[src/rtl/nco_pfc_pkg.sv]
package nco_pfc_pkg;
  typedef struct packed {
    logic       phaseLd;
    logic       offsetLd;
    logic       centerLd;
    logic       accStep;
    logic       offsetClr;
    logic       accLoad;
    logic       carryIn;
    logic       phaseFromCtl;
    logic [1:0] modTop;
    logic       halfCycle;
  } pfcStrobes_t;
endpackage

[src/rtl/nco_pfc_ctrl.sv]
module nco_pfc_ctrl
  import nco_pfc_pkg::*;
#(
  parameter int BUS_W = 16,
  localparam int ACC_W = 2 * BUS_W
) (
  input  logic              clk,
  input  logic              rst,
  input  logic [BUS_W-1:0]  cfgData,
  input  logic [1:0]        cfgAddr,
  input  logic              cfgSelN,
  input  logic              cfgWr,
  input  logic              phaseEnN,
  input  logic              offsetEnN,
  input  logic              centerEnN,
  input  logic              accEnN,
  input  logic              offsetClrN,
  input  logic              accLoadN,
  input  logic              carryInN,
  input  logic              phaseSrcSel,
  input  logic [1:0]        modCode,
  input  logic              halfCycle,
  output pfcStrobes_t       strb,
  output logic [BUS_W-1:0]  phaseCtl,
  output logic [ACC_W-1:0]  offsetCtl,
  output logic [ACC_W-1:0]  centerCtl
);
  logic wrPrev;
  logic wrEdge;

  // a write needs a low-to-high strobe transition seen by clk
  assign wrEdge = cfgWr & ~wrPrev & ~cfgSelN;

  always_ff @(posedge clk) begin
    if (rst) begin
      wrPrev    <= 1'b0;
      phaseCtl  <= '0;
      offsetCtl <= '0;
      centerCtl <= '0;
    end else begin
      wrPrev <= cfgWr;
      if (wrEdge) begin
        unique case (cfgAddr)
          2'd0: phaseCtl <= cfgData;
          2'd1: offsetCtl[BUS_W-1:0] <= cfgData;
          2'd2: offsetCtl[ACC_W-1:BUS_W] <= cfgData;
          2'd3: centerCtl <= {cfgData, centerCtl[ACC_W-1:BUS_W]};
          default: ;
        endcase
      end
    end
  end

  // every control pin passes one clk register before it acts
  always_ff @(posedge clk) begin
    if (rst) begin
      strb <= '0;
    end else begin
      strb.phaseLd      <= ~phaseEnN;
      strb.offsetLd     <= ~offsetEnN;
      strb.centerLd     <= ~centerEnN;
      strb.accStep      <= ~accEnN;
      strb.offsetClr    <= ~offsetClrN;
      strb.accLoad      <= ~accLoadN;
      strb.carryIn      <= ~carryInN;
      strb.phaseFromCtl <= phaseSrcSel;
      // quadrature code to top two phase bits: 00->00 01->01 10->11 11->10
      strb.modTop       <= {modCode[1], modCode[1] ^ modCode[0]};
      strb.halfCycle    <= halfCycle;
    end
  end
endmodule

[src/rtl/nco_pfc_path.sv]
module nco_pfc_path
  import nco_pfc_pkg::*;
#(
  parameter int BUS_W = 16,
  localparam int ACC_W = 2 * BUS_W
) (
  input  logic              clk,
  input  logic              rst,
  input  pfcStrobes_t       strb,
  input  logic [BUS_W-1:0]  phaseCtl,
  input  logic [ACC_W-1:0]  offsetCtl,
  input  logic [ACC_W-1:0]  centerCtl,
  output logic [BUS_W-1:0]  phaseArg,
  output logic              wrapN,
  output logic [ACC_W-1:0]  accVal,
  output logic [ACC_W-1:0]  offsetVal
);
  logic [BUS_W-1:0] phaseReg;
  logic [ACC_W-1:0] offsetReg;
  logic [ACC_W-1:0] centerReg;
  logic [ACC_W-1:0] accReg;
  logic [ACC_W-1:0] freqInc;
  logic [ACC_W-1:0] feedback;
  logic [ACC_W:0]   stepSum;
  logic [BUS_W-1:0] argSum;
  logic [BUS_W-1:0] modPhase;

  assign freqInc  = centerReg + (strb.offsetClr ? '0 : offsetReg);
  assign feedback = strb.accLoad ? '0 : accReg;
  assign stepSum  = {1'b0, feedback} + {1'b0, freqInc} + (ACC_W+1)'(strb.carryIn);
  assign modPhase = {strb.modTop, {(BUS_W-2){1'b0}}};

  always_ff @(posedge clk) begin
    if (rst) begin
      phaseReg  <= '0;
      offsetReg <= '0;
      centerReg <= '0;
      accReg    <= '0;
      wrapN     <= 1'b1;
    end else begin
      if (strb.phaseLd)  phaseReg  <= strb.phaseFromCtl ? phaseCtl : modPhase;
      if (strb.offsetLd) offsetReg <= offsetCtl;
      if (strb.centerLd) centerReg <= centerCtl;
      if (strb.accStep)  accReg    <= stepSum[ACC_W-1:0];
      wrapN <= ~(strb.accStep & stepSum[ACC_W]);
    end
  end

  assign argSum    = accReg[ACC_W-1 -: BUS_W] + phaseReg;
  assign phaseArg  = strb.halfCycle ? {1'b0, argSum[BUS_W-2:0]} : argSum;
  assign accVal    = accReg;
  assign offsetVal = offsetReg;
endmodule

[src/rtl/nco_pfc.sv]
module nco_pfc
  import nco_pfc_pkg::*;
#(
  parameter int BUS_W = 16
) (
  input  logic              clk,
  input  logic              rst,
  input  logic [BUS_W-1:0]  cfgData,
  input  logic [1:0]        cfgAddr,
  input  logic              cfgSelN,
  input  logic              cfgWr,
  input  logic              phaseEnN,
  input  logic              offsetEnN,
  input  logic              centerEnN,
  input  logic              accEnN,
  input  logic              offsetClrN,
  input  logic              accLoadN,
  input  logic              carryInN,
  input  logic              phaseSrcSel,
  input  logic [1:0]        modCode,
  input  logic              halfCycle,
  output logic [BUS_W-1:0]  phaseArg,
  output logic              wrapN
);
  localparam int ACC_W = 2 * BUS_W;

  pfcStrobes_t      strb;
  logic [BUS_W-1:0] phaseCtl;
  logic [ACC_W-1:0] offsetCtl;
  logic [ACC_W-1:0] centerCtl;
  logic [ACC_W-1:0] accVal;
  logic [ACC_W-1:0] offsetVal;

  nco_pfc_ctrl #(.BUS_W(BUS_W)) u_ctrl (
    .clk(clk), .rst(rst), .cfgData(cfgData), .cfgAddr(cfgAddr),
    .cfgSelN(cfgSelN), .cfgWr(cfgWr), .phaseEnN(phaseEnN),
    .offsetEnN(offsetEnN), .centerEnN(centerEnN), .accEnN(accEnN),
    .offsetClrN(offsetClrN), .accLoadN(accLoadN), .carryInN(carryInN),
    .phaseSrcSel(phaseSrcSel), .modCode(modCode), .halfCycle(halfCycle),
    .strb(strb), .phaseCtl(phaseCtl), .offsetCtl(offsetCtl),
    .centerCtl(centerCtl)
  );

  nco_pfc_path #(.BUS_W(BUS_W)) u_path (
    .clk(clk), .rst(rst), .strb(strb), .phaseCtl(phaseCtl),
    .offsetCtl(offsetCtl), .centerCtl(centerCtl), .phaseArg(phaseArg),
    .wrapN(wrapN), .accVal(accVal), .offsetVal(offsetVal)
  );
endmodule

[config.mk]
export PLATFORM = sky130hd
export DESIGN_NAME = nco_pfc
export DESIGN_NICKNAME = d
export VERILOG_FILES = /design/src/rtl/nco_pfc_pkg.sv /design/src/rtl/nco_pfc_ctrl.sv /design/src/rtl/nco_pfc_path.sv /design/src/rtl/nco_pfc.sv
export SDC_FILE = /design/constraint.sdc
export NUM_CORES = 1
export LEC_CHECK = 0
export BUFFER_PORTS_ARGS = -buffer_cell sky130_fd_sc_hd__clkbuf_2
export CORE_MARGIN = 8
export CORE_UTILIZATION = 56
export DETAILED_ROUTE_END_ITERATION = 6
export PLACE_DENSITY = 0.76
export SYNTH_ARGS = -nofsm -noshare
export SYNTH_HDL_FRONTEND = slang
export SYNTH_SLANG_ARGS = --single-unit
[constraint.sdc]
create_clock -name clk -period 4.6 [get_ports clk]
set_input_delay 0.46 -clock clk [delete_from_list [all_inputs] [get_ports clk]]
set_output_delay 0.46 -clock clk [all_outputs]
set_load 0.01 [all_outputs]
======== Yosys cells after proc, flatten, opt, wreduce, memory -nomap -nowiden ========
Cells that the tools add are included.
cells by class
  bitwise logic cells ..................... 14
  equal/unequal tests ..................... 3
  add/sub/neg operators ................... 4
  reduce and logical (&&, ||, !) cells .... 5
  mux-type cells .......................... 4
operators by type and width
  operator            count
  $mux 32             2
  $add 32x32->33      1
  $add 33x1->33       1
  $add 32x32->32      1
  $mux 16             2
  $add 16x16->16      1
  $not 1->1           10
  $reduce_and 2->1    4
  $eq 2x2->1 const B  2
  $and 1x1->1         3
  $eq 2x1->1 const B  1
  $logic_not 2->1     1
  $xor 1x1->1         1
storage, ports and cells
  logic and storage cells ................. 50
  flip-flop bits (word level) ............. 205
  output and inout port bits .............. 17

======== Logic depth before layout (Yosys ltp) ========
Gate-level depths: netlist of the first run.
  depth in word-level cells ............... 6
  gate-level depth with buffers ........... 22

======== Hierarchy ========
From an unflattened synthesis of the first run, not the netlist that was laid out.
unflattened totals
  cells, all modules ...................... 1300
  area total of the unflattened synthesis .. 11807.6 µm²
modules (own cells, without submodules)
  module        cells each  instances  area each (µm²)
  nco_pfc_path  990         1          8314.2
  nco_pfc_ctrl  310         1          3493.4

======== Least setup slack after synthesis of the first run ========
OpenSTA, ideal clock, no wires.
  path type ............................... register to register
  start point ............................. register u_ctrl.strb[6] (netlist name)
  end point ............................... register u_path.accReg[29], in the netlist u_path.accVal[29]
  data required time ...................... 4483 ps
  buffers on the path ..................... 2
  path slack .............................. 110 ps
  data arrival time ....................... 4372 ps
  period minus slack after synthesis ...... 4490 ps
  library setup time ...................... 117 ps
  cell stages (with the launch flop) ...... 23
  cell sequence ........................... dfxtp_1 clkbuf_1 nor2b_1 ha_1 inv_1 fa_1 nor2b_4 o31a_1 o311a_1 a221o_1 a41oi_1 nor2_1 nor2_1 xnor2_1 ha_1 clkbuf_1 a21oi_1 o21ai_1 a21o_1 a21oi_1 nor2_1 or4_1 a32o_1
on the way
  word-level cells in the longest chain between the ends .. 4
RTL lines
  item                  RTL line            source
  $mux 32               nco_pfc_path.sv:28  assign freqInc = centerReg + (strb.offsetClr ? '0 : offsetReg);
  $add 32x32->32        nco_pfc_path.sv:28
  $add 32x32->33        nco_pfc_path.sv:30  assign stepSum = {1'b0, feedback} + {1'b0, freqInc} + (ACC_W+1)'(strb.carryIn);
  $add 33x1->33         nco_pfc_path.sv:30
  to (signal assigned)  nco_pfc_path.sv:44  if (strb.accStep) accReg <= stepSum[ACC_W-1:0];
  to (decl)             nco_pfc_path.sv:21  logic [ACC_W-1:0] accReg;
No other way between the ends.
A chain may end at the register's enable or synchronous reset.

======== Worst setup path in the final report of the first run ========
  start point ............................. register u_ctrl.strb[6] (netlist name)
  end point ............................... register u_path.accReg[29], in the netlist u_path.accVal[29]
on the way
  word-level cells in the longest chain between the ends .. 4
RTL lines
  item            RTL line
  $mux 32         nco_pfc_path.sv:28
  $add 32x32->32  nco_pfc_path.sv:28
  $add 32x32->33  nco_pfc_path.sv:30
  $add 33x1->33   nco_pfc_path.sv:30
No other way between the ends.

==> results.md, run 1 <==
- The I/O pin count is 50.
- The path type of the worst min-delay path is input port to flip-flop.
- The maximum fanout count along the critical path is 20.
- In this run the number of H-tree levels came out at 1.
- Measured along the y axis, the die boundary spans 159 um.
- CTS saw 205 sinks.
- IR analysis of the VDD net gives a maximum drop of 0.271 mV.
- Max-cap violations in this run came to 0.
- The fraction of layout instances using a drive strength above 1 is 10.1%.
- The number of nets in the synthesized netlist is 1526.
- The final wirelength is 29500 um.
- Leaving out fill and tap cells, the most frequent cell in the layout is sky130_fd_sc_hd__nand2_1.
- At the worst endpoint, the arrival time is 4.78 ns.
- The total cell area at the placement stage is 11900 sq um.
- The area of the mapped netlist is 11400 sq um.
- The first-pass GRT wire length is 47700 um.
- The required arrival time at the worst endpoint is 5.01 ns.
- The number of fillers in the final layout is 1758.
- Yosys mapped a number of flops with a built-in enable equal to 0.
- The number of vias in the routed layout is 9884.
- Synthesis instantiated 65 different standard cells from the library.
- The largest net degree at the start of global routing is 104.
- The CTS tree is yes.
- Subtracting the final worst setup slack from the clock period gives 4.37 ns.
- The number of antenna violations at the first check in global routing came to 1.
- The critical path in this run is classified as flip-flop to flip-flop.
- Buffers placed on the I/O ports in this run total 49.
- The setup violation total in the final timing report is 0.
- The number of antenna diodes in the final layout is 0.
- Across every metal layer, demand over resource in global routing totals 22.6%.
- The width of the chip is 159 um.
- The most used flip-flop cell after synthesis is sky130_fd_sc_hd__dfxtp_1.
- Overall power consumption after layout is estimated at 0.00383 W.
- The average wire per standard cell is 17.1 um.
- The power per cell area is 299 nW/um^2.
- The worst setup path is launched from a flip-flop.
- Once detailed placement completed, the half-perimeter wirelength came to 21500 um.
- The top cell types in the final layout, fill and taps aside, are sky130_fd_sc_hd__nand2_1, sky130_fd_sc_hd__dfxtp_1, sky130_fd_sc_hd__a21oi_1.
- The floorplan die area is 25200 sq um.
- The count of synthesis-stage warnings from yosys is 0.
- The worst slew margin relative to its limit is 17.6%.
- The tree is rooted in a sky130_fd_sc_hd__clkbuf_16.
- The mean post-synth cell area is 8.08 sq um.
- Before CTS, the worst setup slack after placement is -0.107 ns.
- The total iterations of the first detailed-routing run is 7.
- Across the routed clock network, the largest skew measured is 0.0132 ns.
- After routing the design area is 12800 sq um.
- In the routed layout, each cell is associated on average with a via count of 5.74.
- The number of max-slew violations in the final report is 0.
- The final estimated routing congestion in global placement is 0.895.
- The worst-margin pin slew is 1.24 ns.
- The area added between synthesis and finish is 12.0%.
- In the post-route analysis, the smallest setup slack over all paths is 0.228 ns.
- The achievable frequency is 0.229 GHz.
- The remaining antenna violation count after routing is 0.
- The synthesized netlist cell count is 1412.
- The CTS clock-pin slew for the worst setup and hold paths is 0.06 ns.
- The via count of the first global-routing pass is 9242.
- For this run, design rule violations remaining after detail routing come to 0.
- After floorplanning, the core was sized to cover 20100 sq um.
- Dividing the final minimum period by the clock period gives 95.1%.
- The leakage component of the power is 5.41 nW.
- The sequential-to-total area share from yosys stat is 36.0%.
- The flow ran to the end, and the final reports show no timing, DRC or antenna violations.
- STA classifies the critical path endpoint as a flip-flop.
- At the end of the flow, the number of nets in the layout was 1550.
- The hold violation total from the final report is 0.
- The final global-route overflow total is 0.
- Setup repair after global routing could not meet its margin everywhere.
- The number of violations reported at the end of detailed-routing iteration 0 is 812.
- Clock latency on the worst-skew pair, taken at its later pin, is 0.53 ns.
- Buffers inserted during clock tree synthesis total 23.
- The synthesized flop and latch total is 205.
- Once the floorplan was initialized, standard cells occupied 56.8% of the core.
- After synthesis, the share of flip-flops with an asynchronous set or reset is 0%.
- The number of rows in the core area is 52.
- No sink is reached through more buffers than the 3 on the longest clock path.
## Yosys cell counts, types with 35 or more instances
master	n	share of area [%]
sky130_fd_sc_hd__nor2b_1	71	3.9
sky130_fd_sc_hd__nor2_1	136	4.5
sky130_fd_sc_hd__dfxtp_1	205	36
sky130_fd_sc_hd__inv_1	38	1.2
sky130_fd_sc_hd__nand2_1	221	7.3
sky130_fd_sc_hd__a21o_1	35	2.3
sky130_fd_sc_hd__nand3_1	39	1.7
sky130_fd_sc_hd__xnor2_1	40	3.1
sky130_fd_sc_hd__mux2i_1	77	6.8
sky130_fd_sc_hd__clkbuf_1	64	2.1
sky130_fd_sc_hd__ha_1	77	8.4
sky130_fd_sc_hd__a21oi_1	163	7.1
## path summary, 6_finish.rpt
| kind | from | to | slack [ns] | cells after the start |
|---|---|---|---|---|
| setup reg to reg | u_ctrl.strb[6]$_SDFF_PP0_ | u_path.accVal[29]$_SDFFE_PP0P_ | 0.23 | 20 |
| hold / removal | offsetEnN | u_ctrl.strb[9]$_SDFF_PP0_ | 0.08 | 2 |
| hold reg to reg | u_ctrl.offsetCtl[17]$_SDFFE_PP0P_ | u_ctrl.offsetCtl[17]$_SDFFE_PP0P_ | 0.46 | 2 |
| setup / recovery | u_ctrl.strb[6]$_SDFF_PP0_ | u_path.accVal[29]$_SDFFE_PP0P_ | 0.23 | 20 |
## metal layers
layer | up-vias | wire length, um | global-route usage (%)
met3 | 40 | 1750 | 3.83
met1 | 4610 | 14000 | 31.2
met5 | - | 10 | 0
li1 | 4938 | - | -
met4 | 2 | 500 | 5.50
met2 | 294 | 13300 | 35.9
## cell type report
cell class / count / area (sq um) / share of cell area (%)
sequential: 205 / 4110 / 32.1
clock buffer: 33 / 663 / 5.19
clock inverter: 9 / 91.3 / 0.715
multi-input combinational: 1096 / 7010 / 54.9
tap: 270 / 338 / 2.64
timing repair buffer: 72 / 428 / 3.35
inverter: 38 / 143 / 1.12
## registers in the layout, summed over array words and instances (netlist names)
name              flops
u_ctrl.centerCtl     32
u_ctrl.offsetCtl     32
u_path.accVal        32
u_path.centerReg     32
u_path.offsetVal     32
u_ctrl.phaseCtl      16
u_path.phaseReg      16
u_ctrl.strb          11
u_ctrl.wrPrev         1
u_path.wrapN          1
## metrics by stage
| stage | setup TNS, ns | std cells | hold WS, ns | util, % |
|---|---|---|---|---|
| floorplan | 0 | 1412 | 0.423 | - |
| global placement | -0.209 | 1677 | 0.432 | 59.0 |
| detailed placement | -0.273 | 1677 | 0.448 | 59.0 |
| CTS | 0 | 1719 | 0.0698 | 62.9 |
| global route | -0.0455 | 1723 | 0.0798 | 63.6 |
| finish | 0 | 1723 | 0.0815 | 63.6 |
## critical path: stages, from the launching register on
cell                       delay, ns
sky130_fd_sc_hd__dfxtp_1        0.36
sky130_fd_sc_hd__buf_4          0.18
sky130_fd_sc_hd__buf_6          0.19
sky130_fd_sc_hd__nor2b_1        0.07
sky130_fd_sc_hd__ha_2           0.42
sky130_fd_sc_hd__and4_1         0.26
sky130_fd_sc_hd__nand3_1        0.15
sky130_fd_sc_hd__nor2b_1        0.23
sky130_fd_sc_hd__a211oi_2       0.08
sky130_fd_sc_hd__o211ai_1       0.10
sky130_fd_sc_hd__buf_4          0.16
sky130_fd_sc_hd__a31oi_2        0.12
sky130_fd_sc_hd__o21ai_1        0.21
sky130_fd_sc_hd__xor2_1         0.31
sky130_fd_sc_hd__ha_2           0.38
sky130_fd_sc_hd__nand2_1        0.15
sky130_fd_sc_hd__nor2_2         0.07
sky130_fd_sc_hd__inv_1          0.09
sky130_fd_sc_hd__nor4bb_2       0.06
sky130_fd_sc_hd__or4_1          0.39
sky130_fd_sc_hd__a32o_1         0.26
## what timing repair did
action / 4_1_cts / 5_1_grt
resized for setup: 2 / 28
hold buffers: 0 / 0
setup buffers: 0 / 4
pin swaps: 0 / 7
endpoints found under the hold margin: 0 / 0
endpoints found under the setup margin: 4 / 9
## logic make-up after synthesis
family	after synthesis	synth area share, %
AOI/OAI and AO/OA	334	18.1
and+or+nand+nor	542	21.6
muxes	77	6.75
adders and majority gates	81	9.14
xor gates and xnor gates	62	4.76
DFF	205	36.0
buffers and inverters	111	3.66
## where the power goes
| group | leakage [nW] | internal, W | switching, W |
|---|---|---|---|
| combinational | 3.39 | 0.0000611 | 0.000103 |
| clock | 0.369 | 0.00107 | 0.000762 |
| sequential | 1.66 | 0.00180 | 0.0000368 |
| total | 5.41 | 0.00292 | 0.000902 |
Note: power is estimated with default switching activity, not from simulation.
==> inputs of run 2 (changes only) <==
Settings changed: CORE_MARGIN 8 to 2.
==> run 2 against run 1 <==
Final area down 0.44%. Utilization down 0.28 points. Count of clock-buffer cells in the layout down 2. Largest cell class unchanged. Highest routed layer is now met4.
==> results.md, run 2 (same netlist as run 1, synthesis figures left out) <==
- The launch point of the worst hold path is centerEnN.
- The floorplan die area is 21500 sq um (-15%).
- The via count of the first global-routing pass is 9023 (-2.4%).
- The required arrival time at the worst endpoint is 5.02 ns (about the same).
- Clock tree synthesis selected as its root buffer the cell sky130_fd_sc_hd__clkbuf_16.
- The die height was 147 um (-7.6%).
- The depth of the CTS H-tree was 1 (unchanged).
- The cell class contributing the biggest share of worst-path delay is compound AO/OA/AOI/OAI gates.
- The share of power burned in the clock network is 48.0% (+0.2 points).
- The endpoint arrival time on the critical path came to 4.84 ns (+0.06 ns).
- The placed wire-length estimate after detailed placement is 20800 um (-3.1%).
- The number of max-slew violations in the final report was 0 (unchanged).
- The number of buffers added on ports came to 49 (unchanged).
- The number of rows in the core area came to 52 (unchanged).
- The total power is 0.00384 W (+0.34%).
- The CTS tree is yes.
- The largest net degree at the start of global routing is 113 (+8.7%).
- The final estimated routing congestion in global placement is 0.945 (+5.6%).
- The reported max-cap violation count is 0 (unchanged).
- The biggest cell delay along the critical path is 0.47 ns (+0.05 ns).
- The power per cell area is 302 nW/um^2 (+0.79%).
- The number of vias in the routed layout is 9816 (-0.69%).
- The switching share of total power is 23.8% (+0.21 points).
- The clock tree buffer depth is 3 (unchanged).
- The fraction of layout instances using a drive strength above 1 is 9.12% (-1.0 points).
- The sort of element at the start of the critical path is a flip-flop.
- The width of the chip was 147 um (-7.6%).
- The antenna diode instance count was 0 (unchanged).
- The most critical setup path has its startpoint at u_path.offsetVal[0]$_SDFFE_PP0P_.
- The most numerous cell type found on the critical path is sky130_fd_sc_hd__nor2_1.
- The worst-path cell with the longest stage delay is sky130_fd_sc_hd__or4_1.
- The critical path goes through nor2b_1, ha_1, inv_1, fa_2, nor2b_4, o31a_1, o311a_1, a221o_1, buf_4, a41oi_4, nor2_1, nor2_1, xnor2_1, ha_1, a21oi_2, o21ai_1, a21o_1, a21oi_1, nor2_1, or4_1, a32o_1.
- The worst-case clock skew is 0.0121 ns (-0.00106 ns).
- STA classifies the critical path endpoint as a flip-flop.
- The CTS clock-pin slew for the worst setup and hold paths is 0.06 ns (about the same).
- The path type of the worst min-delay path is input port to flip-flop.
- The buffers plus inverters on the worst setup path came to 2 (-2).
- The number of clock sinks is 205 (unchanged).
- The starting density of the core came to 56.8% (unchanged).
- The worst-margin pin slew is 1.10 ns (-0.134 ns).
- The first-pass GRT wire length is 45700 um (-4.2%).
- The share of power burned in combinational logic came to 4.3% (about the same).
- The critical path class is flip-flop to flip-flop.
- The period utilization was 96.1% (+1.1 points).
- The vias per cell is 5.71 (-0.40%).
- The insertion delay to the later sink of the worst-skew pair came to 0.53 ns (about the same).
- The remaining antenna violation count after routing came to 0 (unchanged).
- The total iterations of the first detailed-routing run is 7 (unchanged).
- The maximum fanout count along the critical path is 4 (-80%).
- The post-placement worst setup slack is 0.0135 ns (+0.121 ns).
- The peak supply drop is 0.293 mV (+8.1%).
- The switching power of the nets came to 0.000913 W (+1.2%).
- The launch instance of the worst register-to-register path is u_path.offsetVal[0]$_SDFFE_PP0P_.
- The number of hold buffers added after CTS is 0 (unchanged).
- The flow ran to the end, and the final reports show no timing, DRC or antenna violations.
- The worst slew margin relative to its limit is 26.6% (+9.0 points).
- The achievable frequency is 0.226 GHz (-1.1%).
- The internal cell power was 0.00293 W (about the same).
- The hold violation total from the final report came to 0 (unchanged).
- The library cells used most frequently in the layout, excluding fill and tap cells, are sky130_fd_sc_hd__nand2_1, sky130_fd_sc_hd__dfxtp_1, sky130_fd_sc_hd__a21oi_1.
- The overall routing resource usage is 25.9% (+3.3 points).
- The setup violation total in the final timing report came to 0 (unchanged).
- The leakage component of the power is 5.40 nW (-0.15%).
- The number of buffers inserted during clock tree synthesis came to 23 (unchanged).
- The sequential share of power is 47.7% (-0.2 points).
- The final global-route overflow total is 0 (unchanged).
- The number of antenna violations at the first check in global routing was 0 (-1).
- The most common cell after layout, fill and taps aside is sky130_fd_sc_hd__nand2_1.
- The post-detailed-route DRC marker count is 0 (unchanged).
- Compared with the post-synthesis result, the final layout area differs by 11.5%.
- The final layout net count is 1547 (-0.19%).
- The final wirelength is 28800 um (-2.6%).
- The number of violations reported at the end of detailed-routing iteration 0 is 750 (-7.6%).
- The minimum clock period after layout came to 4.42 ns (+0.0502 ns).
- The I/O pin count was 50 (unchanged).
- The average wire per standard cell was 16.7 um (-2.3%).
- The area of the core region is 20100 sq um (unchanged).
- The setup slack of the critical path after layout is 0.177 ns (-0.0502 ns).
==> run 2: power by group through the flow <==
stage | combinational, W | clock (W) | sequential [W]
2_1_floorplan | 0.000124 | 0 | 0.00184
4_1_cts | 0.000163 | 0.00186 | 0.00183
6_report | 0.000165 | 0.00184 | 0.00183
3_5_place_dp | 0.000163 | 0 | 0.00187
3_3_place_gp | 0.000162 | 0 | 0.00187
5_1_grt | 0.000180 | 0.00193 | 0.00183
==> run 2: routing by layer <==
layer | GRT usage, % | share of wire [%] | routed length [um] | vias to the layer above
met1 | 37.1 | 48 | 13700 | 4572
met2 | 40.9 | 44 | 12800 | 256
met3 | 3.73 | 5.2 | 1490 | 59
li1 | - | - | - | 4929
met5 | 0 | 0 | 0 | -
met4 | 6.99 | 2.7 | 786 | 0
==> run 2: worst paths after layout <==
check	endpoint	slack (ns)	cells past startpoint
min reg2reg	u_path.accVal[15]$_SDFFE_PP0P_	0.45	2
min	u_ctrl.strb[8]$_SDFF_PP0_	0.07	2
max	u_path.accVal[29]$_SDFFE_PP0P_	0.18	21
max reg2reg	u_path.accVal[29]$_SDFFE_PP0P_	0.18	21
==> run 2: timing repair <==
item                                    in CTS  in global routing
endpoints found under the setup margin       1                  9
pin swaps                                    0                  2
buffers inserted                             0                  2
resized for setup                            1                 18
==> run 2: stage by stage <==
step                util [%]  std cells  hold slack [ns]  TNS, ns  cell area, sq um
global placement        59.0       1676            0.435  -0.0515             11900
floorplan                  -       1412            0.423        0             11400
detailed placement      59.0       1676            0.436        0             11900
global route            63.3       1718           0.0778   -0.295             12700
finish                  63.3       1718           0.0746        0             12700
CTS                     62.8       1716           0.0605        0             12600
==> run 2: layout make-up <==
| type | instances | area [sq um] |
|---|---|---|
| clock buffers | 31 | 656 |
| clock inverters | 9 | 103 |
| fillers | 1749 | 7380 |
| inverters | 38 | 143 |
| multi-input cells | 1096 | 6970 |
| flip-flops and latches | 205 | 4110 |
| well taps | 270 | 338 |
| repair buffers | 69 | 409 |
==> inputs of run 3 (changes only) <==
Settings changed: REMOVE_ABC_BUFFERS from default to 1.
==> run 3 against run 2 <==
Flip-flop and latch count is the same. Non-clock buffer count grew 5. Sequential power is essentially flat. Hold slack gained 0.018 ns. Maximum frequency grew 0.21%. Count of clock-buffer cells in the layout shrank 2. Power shrank 1.8%. Utilization grew 0.21 points. Worst setup slack gained 0.0094 ns. Critical path type unchanged.
==> results.md, run 3 (same netlist as run 1, synthesis figures left out) <==
- The number of clock sinks is 205 (unchanged).
- The number of buffers inserted during clock tree synthesis is 22 (-4.3%).
- The width of the chip is 147 um (unchanged).
- The signal on the critical path passes through nor2b_1, ha_1, inv_1, fa_2, nor2b_4, o31a_1, o311a_1, a221o_2, a41oi_2, nor2_1, nor2_1, xnor2_1, ha_2, a21oi_1, o21ai_1, a21o_1, a21oi_1, nor2_1, or4_1, a32o_1.
- The reported max-cap violation count is 0 (unchanged).
- The minimum clock period after layout is 4.41 ns (-0.00938 ns).
- The I/O pin count is 50 (unchanged).
- The CTS root buffer is sky130_fd_sc_hd__clkbuf_16.
- The first-pass GRT wire length is 47000 um (+2.7%).
- The required arrival time at the worst endpoint is 5.01 ns (about the same).
- The setup violation total in the final timing report was 0 (unchanged).
- The number of max-slew violations in the final report is 0 (unchanged).
- The area of the core region is 20100 sq um (unchanged).
- The biggest cell delay along the critical path is 0.46 ns (about the same).
- The startpoint identified for the worst hold timing path is offsetEnN.
- The fraction of layout instances using a drive strength above 1 was 9.88% (+0.76 points).
- The final estimated routing congestion in global placement is 0.904 (-4.3%).
- The die height is 147 um (unchanged).
- The CTS clock-pin slew for the worst setup and hold paths came to 0.06 ns (about the same).
- The peak supply drop came to 0.333 mV (+14%).
- The worst-margin pin slew is 1.09 ns (-0.0117 ns).
- The achievable frequency is 0.227 GHz (+0.21%).
- The period utilization is 95.9% (-0.20 points).
- The setup slack of the critical path after layout is 0.187 ns (+0.00939 ns).
- The cell count after placement came to 1677 (+0.060%).
- The remaining antenna violation count after routing was 0 (unchanged).
- The worst setup path is captured at a flip-flop.
- The critical path class is flip-flop to flip-flop.
- The final layout net count is 1551 (+0.26%).
- In this run the worst hold path is classified as input port to flip-flop.
- The total iterations of the first detailed-routing run is 5 (-2).
- The total area of multi-input combinational cells is 6990 sq um (+0.40%).
- The number of buffers added on ports is 49 (unchanged).
- The worst setup path is launched from a flip-flop.
- The flow ran to the end, and the final reports show no timing, DRC or antenna violations.
- The leakage component of the power is 5.42 nW (+0.23%).
- The startpoint identified for the worst register-to-register timing path is u_ctrl.strb[6]$_SDFF_PP0_.
- The number of antenna violations at the first check in global routing is 0 (unchanged).
- The number of fillers in the final layout is 1747 (-0.11%).
- The starting density of the core is 56.8% (unchanged).
- The cell seen most often among critical-path stages is sky130_fd_sc_hd__nor2_1.
- The depth of the CTS H-tree was 1 (unchanged).
- The area added between synthesis and finish is 11.9%.
- The internal reg-to-reg setup slack is 0.19 ns (about the same).
- The number of rows in the core area was 52 (unchanged).
- The antenna diode instance count came to 0 (unchanged).
- The hold violation total from the final report is 0 (unchanged).
- The area occupied by registers came to 4110 sq um (about the same).
- The final core area utilization is 63.5% (+0.21 points).
- The maximum fanout count along the critical path is 8 (+4).
- The endpoint arrival time on the critical path is 4.82 ns (-0.02 ns).
- The most common cell after layout, fill and taps aside is sky130_fd_sc_hd__nand2_1.
- The worst-case clock skew is 0.00818 ns (-0.00391 ns).
- Leaving out fill and tap cells, the most frequent cells in the layout are sky130_fd_sc_hd__nand2_1, sky130_fd_sc_hd__dfxtp_1, sky130_fd_sc_hd__a21oi_1.
- The floorplan die area is 21500 sq um (unchanged).
- In this run the worst setup path begins at u_ctrl.strb[6]$_SDFF_PP0_.
- The clock tree buffer depth is 3 (unchanged).
- The number of hold buffers added after CTS is 0 (unchanged).
- The final global-route overflow total is 0 (unchanged).
- The worst hold slack is 0.0927 ns (+0.0181 ns).
- The post-detailed-route DRC marker count was 0 (unchanged).
- TritonCTS built the clock tree.
- The number of vias in the routed layout is 9801 (-0.15%).
- The power per cell area was 295 nW/um^2 (-2.1%).
- The number of violations reported at the end of detailed-routing iteration 0 was 743 (-0.93%).
- The largest net degree at the start of global routing is 170 (+50%).
- The post-placement worst setup slack was -0.0667 ns (-0.0802 ns).
- Setup repair after global routing could not meet its margin everywhere.
- The via count of the first global-routing pass is 9188 (+1.8%).
- The insertion delay to the later sink of the worst-skew pair is 0.51 ns (-0.02 ns).
- The average wire per standard cell is 16.9 um (+0.71%).
- The overall routing resource usage is 26.5% (+0.65 points).
- The worst slew margin relative to its limit is 27.4% (+0.78 points).
- The final wirelength is 29000 um (+0.71%).
- The placed wire-length estimate after detailed placement came to 20800 um (about the same).
- The slowest stage of the critical path belongs to the cell sky130_fd_sc_hd__or4_1.
- The vias per cell is 5.70 (-0.15%).
- The post-layout instance count excluding filler cells is 1718 (unchanged).
## run 3: per-stage QoR
step | power [W] | area (sq um) | setup TNS, ns
after global routing | 0.00389 | 12800 | -0.275
after floorplan | 0.00194 | 11100 | -0.00482
after CTS | 0.00379 | 12600 | 0
after global placement | 0.00203 | 11900 | -0.218
final | 0.00377 | 12800 | 0
after detailed placement | 0.00204 | 11900 | -0.131
## run 3: what timing repair did
item	CTS	global route
setup endpoints to repair	4	10
setup buffers	0	6
gates resized for setup	3	29
pin swaps	0	7
## run 3: metal layers
layer	global-route usage (%)	routed length (um)
met2	42.3	13100
met5	0	0
met3	3.60	1460
met1	38.4	13900
met4	5.73	522
## run 3: path summary, 6_finish.rpt
path | end | cells past startpoint
worst min-delay path | u_ctrl.strb[9]$_SDFF_PP0_ | 2
worst max register to register | u_path.accVal[29]$_SDFFE_PP0P_ | 20
worst min register to register | u_path.accVal[15]$_SDFFE_PP0P_ | 2
worst max-delay path | u_path.accVal[29]$_SDFFE_PP0P_ | 20
## run 3: area by class of cell
cell class	instances	share of cell area, %
multi-input combinational	1096	54.8
clock inverter	6	0.735
tap	270	2.65
clock buffer	29	4.91
sequential	205	32.2
inverter	38	1.12
timing repair buffer	74	3.63
## run 3: critical path: cells and delay by family, from the launching register on
family | cells | cell delay (ns)
xor+xnor | 1 | 0.19
fa+ha+maj | 3 | 0.79
compound gates | 9 | 2.04
flops | 1 | 0.38
buf+inv | 1 | 0.07
simple gates | 6 | 0.83
## run 3: where the power goes
part / internal [W] / total [W] / switching (W)
combinational: 0.0000636 / 0.000169 / 0.000106
sequential: 0.00180 / 0.00183 / 0.0000346
clock: 0.00106 / 0.00177 / 0.000707
total: 0.00292 / 0.00377 / 0.000848
